File: src/rtl/dtlb_pkg.sv
package dtlb_pkg;

  // Bit positions of the entry words seen on the access port
  localparam int unsigned MATCH_VALID_BIT = 0;
  localparam int unsigned MATCH_USE_LSB   = 2;
  localparam int unsigned XL_CI_BIT       = 0;
  localparam int unsigned XL_URD_BIT      = 1;
  localparam int unsigned XL_UWR_BIT      = 2;
  localparam int unsigned XL_SRD_BIT      = 3;
  localparam int unsigned XL_SWR_BIT      = 4;

  // Strobes from control to datapath
  typedef struct packed {
    logic outLoad;
    logic hitFlag;
    logic useUpdate;
    logic ciLoad;
    logic passThru;
    logic zeroAddr;
    logic raiseFault;
    logic raiseMiss;
  } tlbStrobes_t;

endpackage

File: src/rtl/dtlb_ctrl.sv
module dtlb_ctrl
  import dtlb_pkg::*;
(
  input  logic        reqValid,
  input  logic        reqProbe,
  input  logic        reqThroughCache,
  input  logic        xlateOn,
  input  logic        anyHit,
  input  logic        permOk,
  output tlbStrobes_t strb
);

  logic ordinary;
  logic probing;
  logic found;
  logic probeGood;

  assign ordinary  = reqValid && !reqProbe;
  assign probing   = reqValid && reqProbe;
  assign found     = xlateOn && anyHit;
  assign probeGood = !xlateOn || (anyHit && permOk);

  always_comb begin
    strb            = '0;
    strb.outLoad    = reqValid;
    strb.hitFlag    = found;
    strb.passThru   = !xlateOn;
    strb.zeroAddr   = xlateOn && (!anyHit || (reqProbe && !permOk));
    strb.useUpdate  = ordinary && found;
    strb.raiseFault = ordinary && found && !permOk;
    strb.raiseMiss  = ordinary && xlateOn && !anyHit;
    if (ordinary)
      strb.ciLoad = !xlateOn || anyHit;
    else if (probing)
      strb.ciLoad = reqThroughCache && probeGood;
  end

endmodule

File: src/rtl/dtlb_datapath.sv
module dtlb_datapath
  import dtlb_pkg::*;
#(
  parameter int ADDR_W     = 32,
  parameter int PAGE_BITS  = 13,
  parameter int SET_BITS   = 4,
  parameter int NUM_WAYS   = 2,
  parameter int USE_STATES = 4,
  localparam int WAY_W     = (NUM_WAYS > 1) ? $clog2(NUM_WAYS) : 1
)(
  input  logic              clk,
  input  logic              rstN,
  input  logic [ADDR_W-1:0] reqAddr,
  input  logic              reqWrite,
  input  logic              superMode,
  input  tlbStrobes_t       strb,
  input  logic              entWr,
  input  logic              entSel,
  input  logic [WAY_W-1:0]  entWay,
  input  logic [SET_BITS-1:0] entSet,
  input  logic [ADDR_W-1:0] entWrData,
  output logic [ADDR_W-1:0] entRdData,
  output logic              anyHit,
  output logic              permOk,
  output logic              rspValid,
  output logic [ADDR_W-1:0] physAddr,
  output logic              cacheInhibit,
  output logic              hit,
  output logic              pageFault,
  output logic              tlbMiss
);

  localparam int NUM_SETS = 1 << SET_BITS;
  localparam int TAG_W    = ADDR_W - PAGE_BITS - SET_BITS;
  localparam int PPN_W    = ADDR_W - PAGE_BITS;
  localparam int USE_W    = (USE_STATES > 2) ? 2 : 1;
  localparam logic [USE_W-1:0] USE_TOP = USE_W'(USE_STATES - 1);

  // Entry storage
  logic [NUM_WAYS-1:0] vldMem [NUM_SETS];
  logic [USE_W-1:0]    useMem [NUM_SETS][NUM_WAYS];
  logic [TAG_W-1:0]    tagMem [NUM_SETS][NUM_WAYS];
  logic [PPN_W-1:0]    ppnMem [NUM_SETS][NUM_WAYS];
  logic [4:0]          attrMem [NUM_SETS][NUM_WAYS];

  logic [SET_BITS-1:0] setIdx;
  logic [TAG_W-1:0]    lookupTag;
  logic [NUM_WAYS-1:0] wayHit;
  logic [WAY_W-1:0]    selWay;
  logic [4:0]          selAttr;
  logic [ADDR_W-1:0]   translated;
  logic                entWayOk;

  assign setIdx    = reqAddr[PAGE_BITS +: SET_BITS];
  assign lookupTag = reqAddr[ADDR_W-1 -: TAG_W];
  assign entWayOk  = (int'(entWay) < NUM_WAYS);

  // Per-way compare
  for (genvar w = 0; w < NUM_WAYS; w++) begin : gCmp
    assign wayHit[w] = vldMem[setIdx][w] && (tagMem[setIdx][w] == lookupTag);
  end

  // Highest-numbered matching way wins
  always_comb begin
    selWay = '0;
    anyHit = 1'b0;
    for (int w = 0; w < NUM_WAYS; w++) begin
      if (wayHit[w]) begin
        selWay = WAY_W'(w);
        anyHit = 1'b1;
      end
    end
  end

  assign selAttr    = attrMem[setIdx][selWay];
  assign translated = {ppnMem[setIdx][selWay], reqAddr[PAGE_BITS-1:0]};

  always_comb begin
    if (superMode)
      permOk = reqWrite ? selAttr[XL_SWR_BIT] : selAttr[XL_SRD_BIT];
    else
      permOk = reqWrite ? selAttr[XL_UWR_BIT] : selAttr[XL_URD_BIT];
  end

  // Valid bits and usage counters: reset, counter update, then entry write
  always_ff @(posedge clk or negedge rstN) begin
    if (!rstN) begin
      for (int s = 0; s < NUM_SETS; s++) begin
        vldMem[s] <= '0;
        for (int w = 0; w < NUM_WAYS; w++) useMem[s][w] <= '0;
      end
    end else begin
      if (strb.useUpdate) begin
        for (int w = 0; w < NUM_WAYS; w++) begin
          if (WAY_W'(w) == selWay)
            useMem[setIdx][w] <= USE_TOP;
          else if (useMem[setIdx][w] != '0)
            useMem[setIdx][w] <= useMem[setIdx][w] - 1'b1;
        end
      end
      if (entWr && !entSel && entWayOk) begin
        vldMem[entSet][entWay] <= entWrData[MATCH_VALID_BIT];
        useMem[entSet][entWay] <= entWrData[MATCH_USE_LSB +: USE_W];
      end
    end
  end

  // Tag, page number and attributes: written only by software
  always_ff @(posedge clk) begin
    if (entWr && entWayOk) begin
      if (!entSel)
        tagMem[entSet][entWay] <= entWrData[ADDR_W-1 -: TAG_W];
      else begin
        ppnMem[entSet][entWay]  <= entWrData[ADDR_W-1 -: PPN_W];
        attrMem[entSet][entWay] <= entWrData[4:0];
      end
    end
  end

  // Read-back
  always_comb begin
    entRdData = '0;
    if (entWayOk) begin
      if (!entSel) begin
        entRdData[MATCH_VALID_BIT]         = vldMem[entSet][entWay];
        entRdData[MATCH_USE_LSB +: USE_W]  = useMem[entSet][entWay];
        entRdData[ADDR_W-1 -: TAG_W]       = tagMem[entSet][entWay];
      end else begin
        entRdData[ADDR_W-1 -: PPN_W] = ppnMem[entSet][entWay];
        entRdData[4:0]               = attrMem[entSet][entWay];
      end
    end
  end

  // Result registers
  always_ff @(posedge clk or negedge rstN) begin
    if (!rstN) begin
      rspValid     <= 1'b0;
      pageFault    <= 1'b0;
      tlbMiss      <= 1'b0;
      hit          <= 1'b0;
      physAddr     <= '0;
      cacheInhibit <= 1'b0;
    end else begin
      rspValid  <= strb.outLoad;
      pageFault <= strb.raiseFault;
      tlbMiss   <= strb.raiseMiss;
      if (strb.outLoad) begin
        hit <= strb.hitFlag;
        if (strb.zeroAddr)      physAddr <= '0;
        else if (strb.passThru) physAddr <= reqAddr;
        else                    physAddr <= translated;
      end
      if (strb.ciLoad)
        cacheInhibit <= strb.passThru ? reqAddr[ADDR_W-1] : selAttr[XL_CI_BIT];
    end
  end

  // Checker state for the counter update
  logic                chkPend;
  logic [SET_BITS-1:0] chkSet;
  logic [WAY_W-1:0]    chkWay;
  always_ff @(posedge clk or negedge rstN) begin
    if (!rstN) begin
      chkPend <= 1'b0;
      chkSet  <= '0;
      chkWay  <= '0;
    end else begin
      chkPend <= strb.useUpdate &&
                 !(entWr && !entSel && entSet == setIdx && entWay == selWay);
      chkSet  <= setIdx;
      chkWay  <= selWay;
    end
  end


  hit_way_top_chk: assert property (@(posedge clk) disable iff (!rstN)
    chkPend |-> useMem[chkSet][chkWay] == USE_TOP);


  miss_zero_chk: assert property (@(posedge clk) disable iff (!rstN)
    tlbMiss |-> (physAddr == '0) && !hit);


  pass_thru_chk: assert property (@(posedge clk) disable iff (!rstN)
    strb.outLoad && strb.passThru |=> physAddr == $past(reqAddr));

endmodule

File: src/rtl/data_tlb.sv
module data_tlb
  import dtlb_pkg::*;
#(
  parameter int ADDR_W     = 32,
  parameter int PAGE_BITS  = 13,
  parameter int SET_BITS   = 4,
  parameter int NUM_WAYS   = 2,
  parameter int USE_STATES = 4,
  parameter bit HAS_MMU    = 1'b1,
  localparam int WAY_W     = (NUM_WAYS > 1) ? $clog2(NUM_WAYS) : 1
)(
  input  logic                clk,
  input  logic                rstN,
  input  logic                reqValid,
  input  logic [ADDR_W-1:0]   reqAddr,
  input  logic                reqWrite,
  input  logic                reqProbe,
  input  logic                reqThroughCache,
  input  logic                superMode,
  input  logic                mmuEnable,
  input  logic                entWr,
  input  logic                entSel,
  input  logic [WAY_W-1:0]    entWay,
  input  logic [SET_BITS-1:0] entSet,
  input  logic [ADDR_W-1:0]   entWrData,
  output logic [ADDR_W-1:0]   entRdData,
  output logic                rspValid,
  output logic [ADDR_W-1:0]   physAddr,
  output logic                cacheInhibit,
  output logic                hit,
  output logic                pageFault,
  output logic                tlbMiss
);

  tlbStrobes_t strb;
  logic        anyHit;
  logic        permOk;
  logic        xlateOn;

  assign xlateOn = HAS_MMU && mmuEnable;

  dtlb_ctrl u_ctrl (
    .reqValid        (reqValid),
    .reqProbe        (reqProbe),
    .reqThroughCache (reqThroughCache),
    .xlateOn         (xlateOn),
    .anyHit          (anyHit),
    .permOk          (permOk),
    .strb            (strb)
  );

  dtlb_datapath #(
    .ADDR_W     (ADDR_W),
    .PAGE_BITS  (PAGE_BITS),
    .SET_BITS   (SET_BITS),
    .NUM_WAYS   (NUM_WAYS),
    .USE_STATES (USE_STATES)
  ) u_dp (
    .clk          (clk),
    .rstN         (rstN),
    .reqAddr      (reqAddr),
    .reqWrite     (reqWrite),
    .superMode    (superMode),
    .strb         (strb),
    .entWr        (entWr),
    .entSel       (entSel),
    .entWay       (entWay),
    .entSet       (entSet),
    .entWrData    (entWrData),
    .entRdData    (entRdData),
    .anyHit       (anyHit),
    .permOk       (permOk),
    .rspValid     (rspValid),
    .physAddr     (physAddr),
    .cacheInhibit (cacheInhibit),
    .hit          (hit),
    .pageFault    (pageFault),
    .tlbMiss      (tlbMiss)
  );


  probe_quiet_chk: assert property (@(posedge clk) disable iff (!rstN)
    reqValid && reqProbe |=> !pageFault && !tlbMiss);


  one_exc_chk: assert property (@(posedge clk) disable iff (!rstN)
    $onehot0({pageFault, tlbMiss}));


  miss_after_req_chk: assert property (@(posedge clk) disable iff (!rstN)
    tlbMiss |-> $past(reqValid) && rspValid);

endmodule

File: config.mk
export PLATFORM = sky130hd
export DESIGN_NAME = data_tlb
export DESIGN_NICKNAME = d
export VERILOG_FILES = /design/src/rtl/dtlb_pkg.sv /design/src/rtl/dtlb_ctrl.sv /design/src/rtl/dtlb_datapath.sv /design/src/rtl/data_tlb.sv
export SDC_FILE = /design/constraint.sdc
export NUM_CORES = 2
export LEC_CHECK = 0
export ABC_CLOCK_PERIOD_IN_PS = 4250
export BUFFER_PORTS_ARGS = -buffer_cell sky130_fd_sc_hd__buf_2
export CORE_ASPECT_RATIO = 2
export CORE_MARGIN = 4
export CORE_UTILIZATION = 35
export DETAILED_ROUTE_END_ITERATION = 12
export PLACE_DENSITY_LB_ADDON = 0.12
export SYNTH_ARGS = -nofsm -noshare
export SYNTH_HDL_FRONTEND = slang
export SYNTH_HIERARCHICAL = 1
export SYNTH_SLANG_ARGS = --single-unit
File: constraint.sdc
create_clock -name clk -period 4.25 [get_ports clk]
set_input_delay 0.425 -clock clk [delete_from_list [all_inputs] [get_ports clk]]
set_output_delay 0.425 -clock clk [all_outputs]
set_load 0.01 [all_outputs]
==> results.json <==
{
  "dieWidth_um": 315,
  "skew_ns": 0.0333,
  "clock_sinks": 1381,
  "wl_mm": 248,
  "drt-initial-drc-count": 3831,
  "outcome": "finished clean",
  "setup_viol": 0,
  "synth-simple-area-share_pct": 2.47,
  "clkTransAtPathRegs_ns": 0.06,
  "critPathArrivalTime_ns": 4.76,
  "cp_max_fo": 17,
  "cts.path.max_buffers": 4,
  "peakVddDrop_mv": 0.269,
  "hold_ws_ns": 0.0465,
  "design.portCount": 148,
  "path_class": "flip-flop to flip-flop",
  "crit_path_end_kind": "flip-flop",
  "async_flop_share_pct": 9.63,
  "die_h_um": 622,
  "root_buffer": "clkbuf_16",
  "grt_antenna_before_repair": 39,
  "cts_made_buffers": 141,
  "hold_violations": 0,
  "dpl.hpwl_mm": 164,
  "via_per_inst": 6.09,
  "initial_core_util_pct": 35.2,
  "wl_per_cell_um": 39.5,
  "grtUsageTotal_pct": 25.1,
  "synth_xor_area_share_pct": 0.399,
  "syn-cell-area_um2": 65900,
  "ys_types": 65,
  "synth_compound_area_share_pct": 3.16,
  "ys.warnings.count": 6,
  "final_common_cell": "edfxtp_1",
  "cts_tree": "done",
  "worst_pin_slew_ns": 1.37,
  "hold_path.class": "input port to flip-flop",
  "max_cap_viol_count": 0,
  "grt_remaining_overflow": 0,
  "p_per_area_nw_per_um2": 401,
  "synth_mux_area_share_pct": 30.0,
  "first_global_vias": 41200,
  "dieArea_um2": 196000,
  "routabilityCongestion": 0.911,
  "clk_latency_ns": 0.80,
  "required_ns": 4.93,
  "avgSynthCellArea_um2": 19.9,
  "layout_common_cells": "edfxtp_1, mux4_2, buf_4",
  "coreArea_um2": 187000,
  "synth-main-ff-cell": "edfxtp_1",
  "start_kind": "flip-flop",
  "grt_pass1_wl_mm": 338,
  "synth_top_family_by_area": "multiplexers",
  "htreeDepth": 4,
  "portBuffers": 131,
  "slew_viol_final": 0,
  "synth-seq-cells": 1381,
  "nNetsFinal": 3756,
  "leakage_nw": 24.9,
  "rows": 225,
  "fillCellCount": 16700,
  "drtAntennaViolNets": 0,
  "drc": 0,
  "syn_to_final_growth_pct": 17.0,
  "drive_gt1_share_pct": 43.1,
  "syn_inst": 3308,
  "grt_max_degree": 83,
  "synthAdderAreaFrac_pct": 0.0380,
  "detail_route.first_pass.iterations": 6,
  "num_vias": 38300,
  "finalCritPeriodShare_pct": 95.9,
  "synth_edf_count": 1248,
  "period_minus_slack_ns": 4.08,
  "ys_seq_area_share_pct": 61.9,
  "rsz0062_at_grt": "false",
  "slew_headroom_pct": 8.26,
  "power_mw": 30.9,
  "max_freq_mhz": 245
}
[logic make-up (layout without fill, tap and decap cells)]
group / after synthesis / in the layout
fa+ha+maj: 2 / 2
buf+inv: 308 / 765
xor+xnor: 30 / 30
simple gates: 320 / 320
flops: 1381 / 1381
compound gates: 326 / 326
mux: 940 / 940
other cells: 1 / 28
[cells in the mapped netlist (32+ instances only)]
cell	number	share of area, %
edfxtp_1	1248	57
mux4_2	824	28
clkbuf_1	149	0.85
dfrtp_1	133	5.0
nor2_1	102	0.58
a21oi_1	84	0.64
mux2i_1	75	1.1
o21ai_0	74	0.56
nand2_1	62	0.35
buf_2	55	0.42
nor3_1	47	0.36
buf_1	44	0.25
mux2_2	41	0.70
inv_1	33	0.19
a211oi_1	32	0.36
[worst max-delay path, stage by stage (launching register included)]
cell       delay, ns
edfxtp_1        0.39
mux4_2          0.62
a211oi_2        0.28
a21oi_1         0.10
a2111oi_2       0.40
nor4b_4         0.35
nand3_4         0.16
buf_12          0.17
mux4_2          0.42
inv_1           0.14
nand2b_1        0.13
a21oi_2         0.07
nor2_2          0.19
nand2_1         0.12
buf_12          0.19
o21ai_0         0.24
[routing by layer]
layer  GRT usage (%)  vias up  wire length, µm
li1                -    15000                -
met1            27.5    21000            83700
met2            45.7     1670           132000
met3            3.94      577            14200
met4            14.7       20            18400
met5               0        -              133
[flip-flops by register name, summed over array words and instances (netlist names)]
register and flops:
u_dp/attrMem 160, u_dp/cacheInhibit 1, u_dp/hit 1, u_dp/pageFault 1
u_dp/physAddr 32, u_dp/ppnMem 608, u_dp/rspValid 1, u_dp/tagMem 480
u_dp/tlbMiss 1, u_dp/useMem 64, u_dp/vldMem 32
[final cells by class]
class                   instances  area [µm²]  area share, %
diodes                         20        50.0         0.0649
clock buffers                 177        3770           4.89
clock inverters                63         522          0.676
inverters                      35         136          0.177
multi-input cells            1626       24200           31.4
flip-flops and latches       1381       40800           52.9
well taps                    2497        3120           4.05
repair buffers                490        4530           5.88
[power breakdown]
group          leakage, nW  internal (mW)  switching, mW  total, mW
registers             13.0           15.1          0.176       15.2
clock network         2.08           6.77           5.38       12.1
logic                 9.88           1.52           2.05       3.57
[final timing paths]
| kind | start | to | slack (ns) | cells past startpoint |
|---|---|---|---|---|
| setup / recovery | u_dp/tagMem[11][0] | u_dp/physAddr[27] | 0.17 | 15 |
| max in group asynchronous | rstN | u_dp/vldMem[25] | 2.94 | 3 |
| min in group asynchronous | rstN | u_dp/physAddr[5] | 0.24 | 2 |
| setup reg to reg | u_dp/tagMem[11][0] | u_dp/physAddr[27] | 0.17 | 15 |
| hold / removal | mmuEnable | u_dp/hit | 0.05 | 3 |
| hold reg to reg | u_dp/physAddr[30] | u_dp/physAddr[30] | 0.50 | 2 |
[stage by stage]
stage / area [µm²] / util [%] / setup slack [ns] / TNS, ns / instances
after floorplan: 66000 / - / 0.0262 / 0 / 3315
after global placement: 72500 / 38.7 / -0.622 / -47.25 / 6005
after detailed placement: 72500 / 38.7 / -0.692 / -49.99 / 6005
after CTS: 77000 / 41.0 / 0.0326 / 0 / 6262
after global routing: 77100 / 41.1 / 0.00721 / 0 / 6282
final: 77100 / 41.1 / 0.175 / 0 / 6289
[timing repair]
| item | in CTS | in global routing |
|---|---|---|
| pin swaps | 0 | 3 |
| hold endpoints to repair | 95 | 0 |
| endpoints found under the setup margin | 9 | 76 |
| hold buffers | 17 | 0 |
| setup buffers | 0 | 6 |
| gates resized for setup | 3 | 7 |
| cloned | 0 | 1 |
No activity file was read; power rests on OpenSTA's default activity.
